File: config.mk
export PLATFORM = sky130hd
export DESIGN_NAME = acc_alu
export DESIGN_NICKNAME = d
export VERILOG_FILES = /design/src/rtl/acc_alu_pkg.sv /design/src/rtl/acc_alu_arith.sv /design/src/rtl/acc_alu_logic.sv /design/src/rtl/acc_alu_shift.sv /design/src/rtl/acc_alu.sv
export SDC_FILE = /design/constraint.sdc
export NUM_CORES = 1
export LEC_CHECK = 0
export CAP_MARGIN = 10
export CORE_AREA = 4 4 76 78
export DETAILED_ROUTE_END_ITERATION = 12
export DIE_AREA = 0 0 80 82
export HOLD_SLACK_MARGIN = 0.12
export PLACE_DENSITY_LB_ADDON = 0.25
export SETUP_SLACK_MARGIN = 0.05
export SLEW_MARGIN = 20
export SYNTH_ARGS = -nofsm -noshare
export SYNTH_HDL_FRONTEND = slang
export SYNTH_SLANG_ARGS = --single-unit
File: constraint.sdc
create_clock -name clk -period 6.62 [get_ports clk]
set_input_delay 1.324 -clock clk [delete_from_list [all_inputs] [get_ports clk]]
set_output_delay 1.324 -clock clk [all_outputs]
set_load 0.005 [all_outputs]
File: src/rtl/acc_alu_pkg.sv
package acc_alu_pkg;

    typedef enum logic [3:0] {
        OP_ADC  = 4'h0,
        OP_INC  = 4'h1,
        OP_DEC  = 4'h2,
        OP_AND  = 4'h3,
        OP_OR   = 4'h4,
        OP_CPL  = 4'h5,
        OP_RLC  = 4'h6,
        OP_RRC  = 4'h7,
        OP_ROL  = 4'h8,
        OP_ROR  = 4'h9,
        OP_CMC  = 4'hA,
        OP_CLC  = 4'hB
    } op_e;

    typedef enum logic [1:0] {
        CLS_ARITH,
        CLS_LOGIC,
        CLS_SHIFT,
        CLS_NONE
    } op_class_e;

    // Flag values and write enables produced by one unit.
    typedef struct packed {
        logic c;
        logic z;
        logic rwe;
        logic cwe;
        logic zwe;
    } flag_upd_t;

    localparam flag_upd_t UPD_NONE = '{c: 1'b0, z: 1'b0, rwe: 1'b0, cwe: 1'b0, zwe: 1'b0};

    function automatic op_class_e class_of(input op_e code);
        case (code)
            OP_ADC, OP_INC, OP_DEC:           class_of = CLS_ARITH;
            OP_AND, OP_OR, OP_CPL:            class_of = CLS_LOGIC;
            OP_RLC, OP_RRC, OP_ROL, OP_ROR,
            OP_CMC, OP_CLC:                   class_of = CLS_SHIFT;
            default:                          class_of = CLS_NONE;
        endcase
    endfunction

    function automatic flag_upd_t upd_full(input logic c, input logic z);
        upd_full = '{c: c, z: z, rwe: 1'b1, cwe: 1'b1, zwe: 1'b1};
    endfunction

endpackage

File: src/rtl/acc_alu_arith.sv
module acc_alu_arith
    import acc_alu_pkg::*;
#(
    parameter int WIDTH = 8
) (
    input  op_e              op,
    input  logic [WIDTH-1:0] acc,
    input  logic [WIDTH-1:0] src,
    input  logic [WIDTH-1:0] opnd,
    input  logic             cin,
    output logic [WIDTH-1:0] data,
    output flag_upd_t        upd
);
    localparam int EXT_W = WIDTH + 1;

    logic [EXT_W-1:0] sum_ext;
    logic [EXT_W-1:0] inc_ext;
    logic [EXT_W-1:0] dec_ext;

    assign sum_ext = {1'b0, acc} + {1'b0, src} + {{WIDTH{1'b0}}, cin};
    assign inc_ext = {1'b0, opnd} + EXT_W'(1);
    // Top bit of the extended difference is the borrow out.
    assign dec_ext = {1'b0, opnd} - EXT_W'(1);

    always_comb begin
        data = '0;
        upd  = UPD_NONE;
        case (op)
            OP_ADC: begin
                data = sum_ext[WIDTH-1:0];
                upd  = upd_full(sum_ext[WIDTH], ~|sum_ext[WIDTH-1:0]);
            end
            OP_INC: begin
                data = inc_ext[WIDTH-1:0];
                upd  = upd_full(inc_ext[WIDTH], ~|inc_ext[WIDTH-1:0]);
            end
            OP_DEC: begin
                data = dec_ext[WIDTH-1:0];
                upd  = upd_full(dec_ext[WIDTH], ~|dec_ext[WIDTH-1:0]);
            end
            default: begin
                data = '0;
                upd  = UPD_NONE;
            end
        endcase
    end

endmodule

File: src/rtl/acc_alu_logic.sv
module acc_alu_logic
    import acc_alu_pkg::*;
#(
    parameter int WIDTH = 8
) (
    input  op_e              op,
    input  logic [WIDTH-1:0] acc,
    input  logic [WIDTH-1:0] src,
    input  logic [WIDTH-1:0] opnd,
    output logic [WIDTH-1:0] data,
    output flag_upd_t        upd
);
    logic [WIDTH-1:0] and_v;
    logic [WIDTH-1:0] or_v;

    assign and_v = acc & src;
    assign or_v  = acc | src;

    always_comb begin
        data = '0;
        upd  = UPD_NONE;
        case (op)
            OP_AND: begin
                data = and_v;
                upd  = upd_full(1'b0, ~|and_v);
            end
            OP_OR: begin
                data = or_v;
                upd  = upd_full(1'b0, ~|or_v);
            end
            OP_CPL: begin
                data     = ~opnd;
                upd      = UPD_NONE;
                upd.rwe  = 1'b1;
            end
            default: begin
                data = '0;
                upd  = UPD_NONE;
            end
        endcase
    end

endmodule

File: src/rtl/acc_alu_shift.sv
module acc_alu_shift
    import acc_alu_pkg::*;
#(
    parameter int WIDTH = 8
) (
    input  op_e              op,
    input  logic [WIDTH-1:0] acc,
    input  logic             cin,
    output logic [WIDTH-1:0] data,
    output flag_upd_t        upd
);
    localparam int MSB = WIDTH - 1;

    logic [WIDTH-1:0] rol_v;
    logic [WIDTH-1:0] ror_v;
    logic [WIDTH-1:0] rlc_v;
    logic [WIDTH-1:0] rrc_v;

    // Bit-by-bit wiring of the four rotate networks.
    for (genvar i = 0; i < WIDTH; i++) begin : g_rot
        if (i == 0) begin : g_lsb
            assign rol_v[i] = acc[MSB];
            assign rlc_v[i] = cin;
        end else begin : g_up
            assign rol_v[i] = acc[i-1];
            assign rlc_v[i] = acc[i-1];
        end
        if (i == MSB) begin : g_msb
            assign ror_v[i] = acc[0];
            assign rrc_v[i] = cin;
        end else begin : g_dn
            assign ror_v[i] = acc[i+1];
            assign rrc_v[i] = acc[i+1];
        end
    end

    always_comb begin
        data = '0;
        upd  = UPD_NONE;
        case (op)
            OP_RLC: begin
                data    = rlc_v;
                upd.c   = acc[MSB];
                upd.rwe = 1'b1;
                upd.cwe = 1'b1;
            end
            OP_RRC: begin
                data    = rrc_v;
                upd.c   = acc[0];
                upd.rwe = 1'b1;
                upd.cwe = 1'b1;
            end
            OP_ROL: begin
                data    = rol_v;
                upd.rwe = 1'b1;
            end
            OP_ROR: begin
                data    = ror_v;
                upd.rwe = 1'b1;
            end
            OP_CMC: begin
                upd.c   = ~cin;
                upd.cwe = 1'b1;
            end
            OP_CLC: begin
                upd.c   = 1'b0;
                upd.cwe = 1'b1;
            end
            default: begin
                data = '0;
                upd  = UPD_NONE;
            end
        endcase
    end

endmodule

File: src/rtl/acc_alu.sv
module acc_alu
    import acc_alu_pkg::*;
#(
    parameter int WIDTH = 8,
    parameter int IMM_W = 4
) (
    input  logic             clk,
    input  logic             rst,
    input  logic             in_valid,
    input  logic [3:0]       op,
    input  logic             use_imm,
    input  logic [WIDTH-1:0] acc,
    input  logic [WIDTH-1:0] opnd,
    input  logic [IMM_W-1:0] imm,
    input  logic             carry_in,
    input  logic             zero_in,
    output logic             out_valid,
    output logic [WIDTH-1:0] result,
    output logic             result_we,
    output logic             carry_out,
    output logic             carry_we,
    output logic             zero_out,
    output logic             zero_we
);
    localparam int PAD_W = WIDTH - IMM_W;

    op_e              op_c;
    op_class_e        cls;
    logic [WIDTH-1:0] src;

    logic [WIDTH-1:0] ar_data, lg_data, sh_data, sel_data;
    flag_upd_t        ar_upd,  lg_upd,  sh_upd,  sel_upd;

    assign op_c = op_e'(op);
    assign cls  = class_of(op_c);
    assign src  = use_imm ? {{PAD_W{1'b0}}, imm} : opnd;

    acc_alu_arith #(.WIDTH(WIDTH)) u_arith (
        .op(op_c), .acc(acc), .src(src), .opnd(opnd), .cin(carry_in),
        .data(ar_data), .upd(ar_upd)
    );

    acc_alu_logic #(.WIDTH(WIDTH)) u_logic (
        .op(op_c), .acc(acc), .src(src), .opnd(opnd),
        .data(lg_data), .upd(lg_upd)
    );

    acc_alu_shift #(.WIDTH(WIDTH)) u_shift (
        .op(op_c), .acc(acc), .cin(carry_in),
        .data(sh_data), .upd(sh_upd)
    );

    always_comb begin
        case (cls)
            CLS_ARITH: begin sel_data = ar_data; sel_upd = ar_upd; end
            CLS_LOGIC: begin sel_data = lg_data; sel_upd = lg_upd; end
            CLS_SHIFT: begin sel_data = sh_data; sel_upd = sh_upd; end
            default:   begin sel_data = acc;     sel_upd = UPD_NONE; end
        endcase
    end

    always_ff @(posedge clk) begin
        if (rst) begin
            out_valid <= 1'b0;
            result    <= '0;
            result_we <= 1'b0;
            carry_out <= 1'b0;
            carry_we  <= 1'b0;
            zero_out  <= 1'b0;
            zero_we   <= 1'b0;
        end else begin
            out_valid <= in_valid;
            if (in_valid) begin
                result    <= sel_data;
                result_we <= sel_upd.rwe;
                carry_out <= sel_upd.cwe ? sel_upd.c : carry_in;
                carry_we  <= sel_upd.cwe;
                zero_out  <= sel_upd.zwe ? sel_upd.z : zero_in;
                zero_we   <= sel_upd.zwe;
            end else begin
                result_we <= 1'b0;
                carry_we  <= 1'b0;
                zero_we   <= 1'b0;
            end
        end
    end

    AST_IDLE_NO_WRITES: assert property (@(posedge clk) disable iff (rst) !out_valid |-> !(result_we || carry_we || zero_we));
    AST_ZERO_TRACKS_RESULT: assert property (@(posedge clk) disable iff (rst) (out_valid && zero_we) |-> (zero_out == (result == '0)));
    AST_CARRY_HELD: assert property (@(posedge clk) disable iff (rst) (out_valid && !carry_we) |-> (carry_out == $past(carry_in)));
    AST_ZERO_HELD: assert property (@(posedge clk) disable iff (rst) (out_valid && !zero_we) |-> (zero_out == $past(zero_in)));
    AST_CIRC_ROT_QUIET: assert property (@(posedge clk) disable iff (rst) ($past(in_valid) && ($past(op) == OP_ROL || $past(op) == OP_ROR)) |-> (!carry_we && !zero_we && $countones(result) == $countones($past(acc))));
    AST_LOGIC_CLEARS_CARRY: assert property (@(posedge clk) disable iff (rst) ($past(in_valid) && ($past(op) == OP_AND || $past(op) == OP_OR)) |-> (carry_we && !carry_out && zero_we));
    AST_CARRY_OPS_ONLY: assert property (@(posedge clk) disable iff (rst) ($past(in_valid) && ($past(op) == OP_CMC || $past(op) == OP_CLC)) |-> (carry_we && !result_we && !zero_we));
    AST_CPL_NO_FLAGS: assert property (@(posedge clk) disable iff (rst) ($past(in_valid) && $past(op) == OP_CPL) |-> (result_we && !carry_we && !zero_we));

endmodule

==> impl_metrics.json <==
{
  "status": "finished, final reports clean",
  "fmax_ghz": 0.231,
  "avgSynthCellArea_um2": 7.07,
  "grt_max_degree": 30,
  "fin_util": 0.581,
  "core_region_area_um2": 5070,
  "ys_ff_latch": 14,
  "power.switching_uw": 139,
  "cp.depth": 11,
  "path_class": "input port to flip-flop",
  "seq_power_share": 0.259,
  "initial_core_util": 0.488,
  "fin_crit_ns": 4.33,
  "holdWs_ns": 0.459,
  "clk_pin_slew_ns": 0.06,
  "clk_latency_ns": 0.25,
  "busiest_layer": "met2",
  "drive_gt1_frac": 0.0638,
  "cp.required_ns": 6.77,
  "synth_edf_count": 0,
  "crit_path_start": "opnd[0]",
  "combPwrFrac": 0.498,
  "async_flop_share": 0,
  "via_count": 2871,
  "die_w_um": 80,
  "dieHeight_um": 82,
  "path_cells": "clkdlybuf4s50_1 -> inv_1 -> o21a_1 -> fa_1 -> fa_1 -> nand2b_1 -> a21oi_1 -> nor4_1 -> nor3_1 -> a211oi_2 -> a21o_1",
  "ys.flop_type": "dfxtp_1",
  "critical_path.top_delay_family": "buffers and inverters",
  "cts.sinks": 14,
  "critPathSlowestCell": "clkdlybuf4s50_1",
  "grt_use_met1": 0.318,
  "avgViaCountPerCell": 6.44,
  "drt_wl_total_um": 7950,
  "finalCritPeriodShare": 0.654,
  "rsz0062_at_grt": "no",
  "ir_drop_v": 0.0000576,
  "hp-class": "flip-flop to flip-flop",
  "htree_levels": 1,
  "die_area_um2": 6560,
  "cts_root_buf": "clkbuf_8",
  "r2r_setup_slack_ns": 5.54,
  "startpoint_type": "input port",
  "use_met3": 0.0395,
  "hold_violations": 0,
  "setup_violations": 0,
  "netlist_top_cells_area": "dfxtp_1 (11%), ha_1 (10%), nor2_1 (5.3%), a21oi_1 (5.3%), o21ai_0 (4.9%)",
  "postCtsSetupBuffers": 0,
  "drtIter0Drc": 425,
  "ys_seq_area_frac": 0.113,
  "cts.hold.buffers_added": 0,
  "r2r_cells": 3,
  "min_path_cells": 2,
  "cp_max_fo": 16,
  "final_max_slew_viol_count": 0,
  "cts-buffers-inserted": 3,
  "setup_tns_ns": 0,
  "synthMuxAreaShare": 0.0546,
  "yosysUniqueCellTypes": 71,
  "dpl.hpwl_um": 6010,
  "fillers": 505,
  "power_frac_clock": 0.243,
  "synth_largest_type_area_fraction": 0.113,
  "internal_power_uw": 222,
  "synth_common_cells": "nor2_1 (35), a21oi_1 (26), inv_1 (25)",
  "nNetsFinal": 429,
  "gp_congestion": 0.952,
  "cts_tree": "yes",
  "drtAntennaViolNets": 0,
  "max_slew.worst_pin.slew_ns": 0.633,
  "hp-start": "result[0]$_SDFFE_PP0P_",
  "pwr_density_cell_nw_per_um2": 122,
  "finClkSkew_ns": 0,
  "yosys.area_share.xor_xnor": 0.0248,
  "synth_top_family_by_area": "compound AO/OA/AOI/OAI gates",
  "drc_errors": 0,
  "grt_remaining_overflow": 0,
  "crit_path_frequent_cell": "fa_1",
  "grt.met2_usage": 0.395,
  "synth_fa_ha_area_frac": 0.117,
  "ioPinCount": 44,
  "diodes": 0,
  "syn_nets": 402,
  "relSlewSlack": 0.576,
  "gr-usage-all-layers": 0.243,
  "r2r-start": "result[6]$_SDFFE_PP0P_",
  "rows": 26,
  "critPathCapture": "zero_out$_SDFFE_PP0P_",
  "clk_path_buf_depth": 2,
  "grt_pass1_wl_um": 12600,
  "dp_worst_setup_slack_ns": 2.12,
  "yosysTopAreaCell": "dfxtp_1",
  "cts_resized": 0,
  "wl_per_cell_um": 17.8,
  "crit_arrival_ns": 4.48,
  "slowest_delay_ns": 0.80,
  "cp-end-kind": "flip-flop",
  "numPortBuffers": 43,
  "first_global_vias": 2541,
  "synth-simple-area-share": 0.279,
  "synth_compound_area_frac": 0.321,
  "syn-cell-area_um2": 2470,
  "worst-path-buf-inv": 2,
  "p_leak_uw": 0.00118,
  "synth_most_common_cell": "nor2_1",
  "first_pass_iters": 5,
  "areaGrowthSynthToFinish_pct": 19.1,
  "antenna_found_initial": 0,
  "switching_share": 0.385,
  "yosys_warnings": 0,
  "setup_slack_ns": 2.29,
  "syn_inst": 350,
  "total_power_uw": 361,
  "cap_viol_max_count": 0,
  "regToRegEndpoint": "result[6]$_SDFFE_PP0P_"
}
==> registers in the layout, summed over array words and instances (netlist names) <==
signal / flops
carry_out: 1
carry_we: 1
out_valid: 1
result: 8
result_we: 1
zero_out: 1
zero_we: 1
==> cell families (layout without fill, tap and decap cells) <==
kind of cell / Yosys count / after routing
buf+inv: 50 / 76
flops: 14 / 14
xor+xnor: 7 / 7
compound gates: 117 / 117
fa+ha+maj: 22 / 22
mux: 12 / 12
simple gates: 128 / 128
==> how the worst min path moves through the flow <==
stage | end | slack, ns
finish | result[0]$_SDFFE_PP0P_ | 0.46
global route | result[0]$_SDFFE_PP0P_ | 0.49
CTS | result[0]$_SDFFE_PP0P_ | 0.46
detailed placement | result[0]$_SDFFE_PP0P_ | 0.45
global placement | result[0]$_SDFFE_PP0P_ | 0.44
floorplan | result[0]$_SDFFE_PP0P_ | 0.45
==> metal layers <==
metal | vias to the layer above | share of wire
met5 | - | 0
met4 | 0 | 0.029
met3 | 16 | 0.088
met2 | 153 | 0.45
met1 | 1347 | 0.43
li1 | 1355 | -
==> layout by cell type, fill, tap and decap left out, drive strengths merged, types with 3 or more instances in the layout <==
cell / n
clkdlybuf4s50: 43
nor2: 36
o21ai: 28
a21oi: 27
inv: 25
nand2: 23
ha: 20
nor3: 19
dfxtp: 14
nand2b: 11
mux2i: 9
nand3: 9
o21a: 6
a31oi: 6
a21o: 6
a211oi: 6
xor2: 5
o221ai: 4
nand4: 4
clkbuf: 4
buf: 4
a22oi: 4
a311oi: 3
nor4: 3
o211ai: 3
and3: 3
a32oi: 3
or4: 3
==> power groups by stage <==
stage | sequential, uW | clock, uW | combinational (uW)
finish | 93.4 | 87.8 | 180
global route | 94.1 | 91.4 | 195
CTS | 93.5 | 87.3 | 177
detailed placement | 95.4 | 0 | 176
global placement | 95.2 | 0 | 174
floorplan | 95.6 | 0 | 114
==> worst reg2reg max path, stage by stage, from the launching register on <==
cell	delay [ns]
dfxtp_1	0.33
a222oi_1	0.31
o311a_1	0.24
a31oi_1	0.09
==> stage by stage <==
stage / cell area [um^2] / instances
finish: 2950 / 446
global route: 2950 / 446
CTS: 2950 / 446
detailed placement: 2890 / 442
global placement: 2890 / 442
floorplan: 2470 / 350
==> final cells by class <==
cell class                 count  area [um^2]  share of cell area
multi-input combinational    286         1970               0.668
timing repair buffer          47          460               0.156
sequential                    14          280              0.0951
inverter                      25         93.8              0.0318
tap                           70         87.6              0.0297
clock buffer                   4         55.1              0.0187
(Power assumes the default switching activity.)
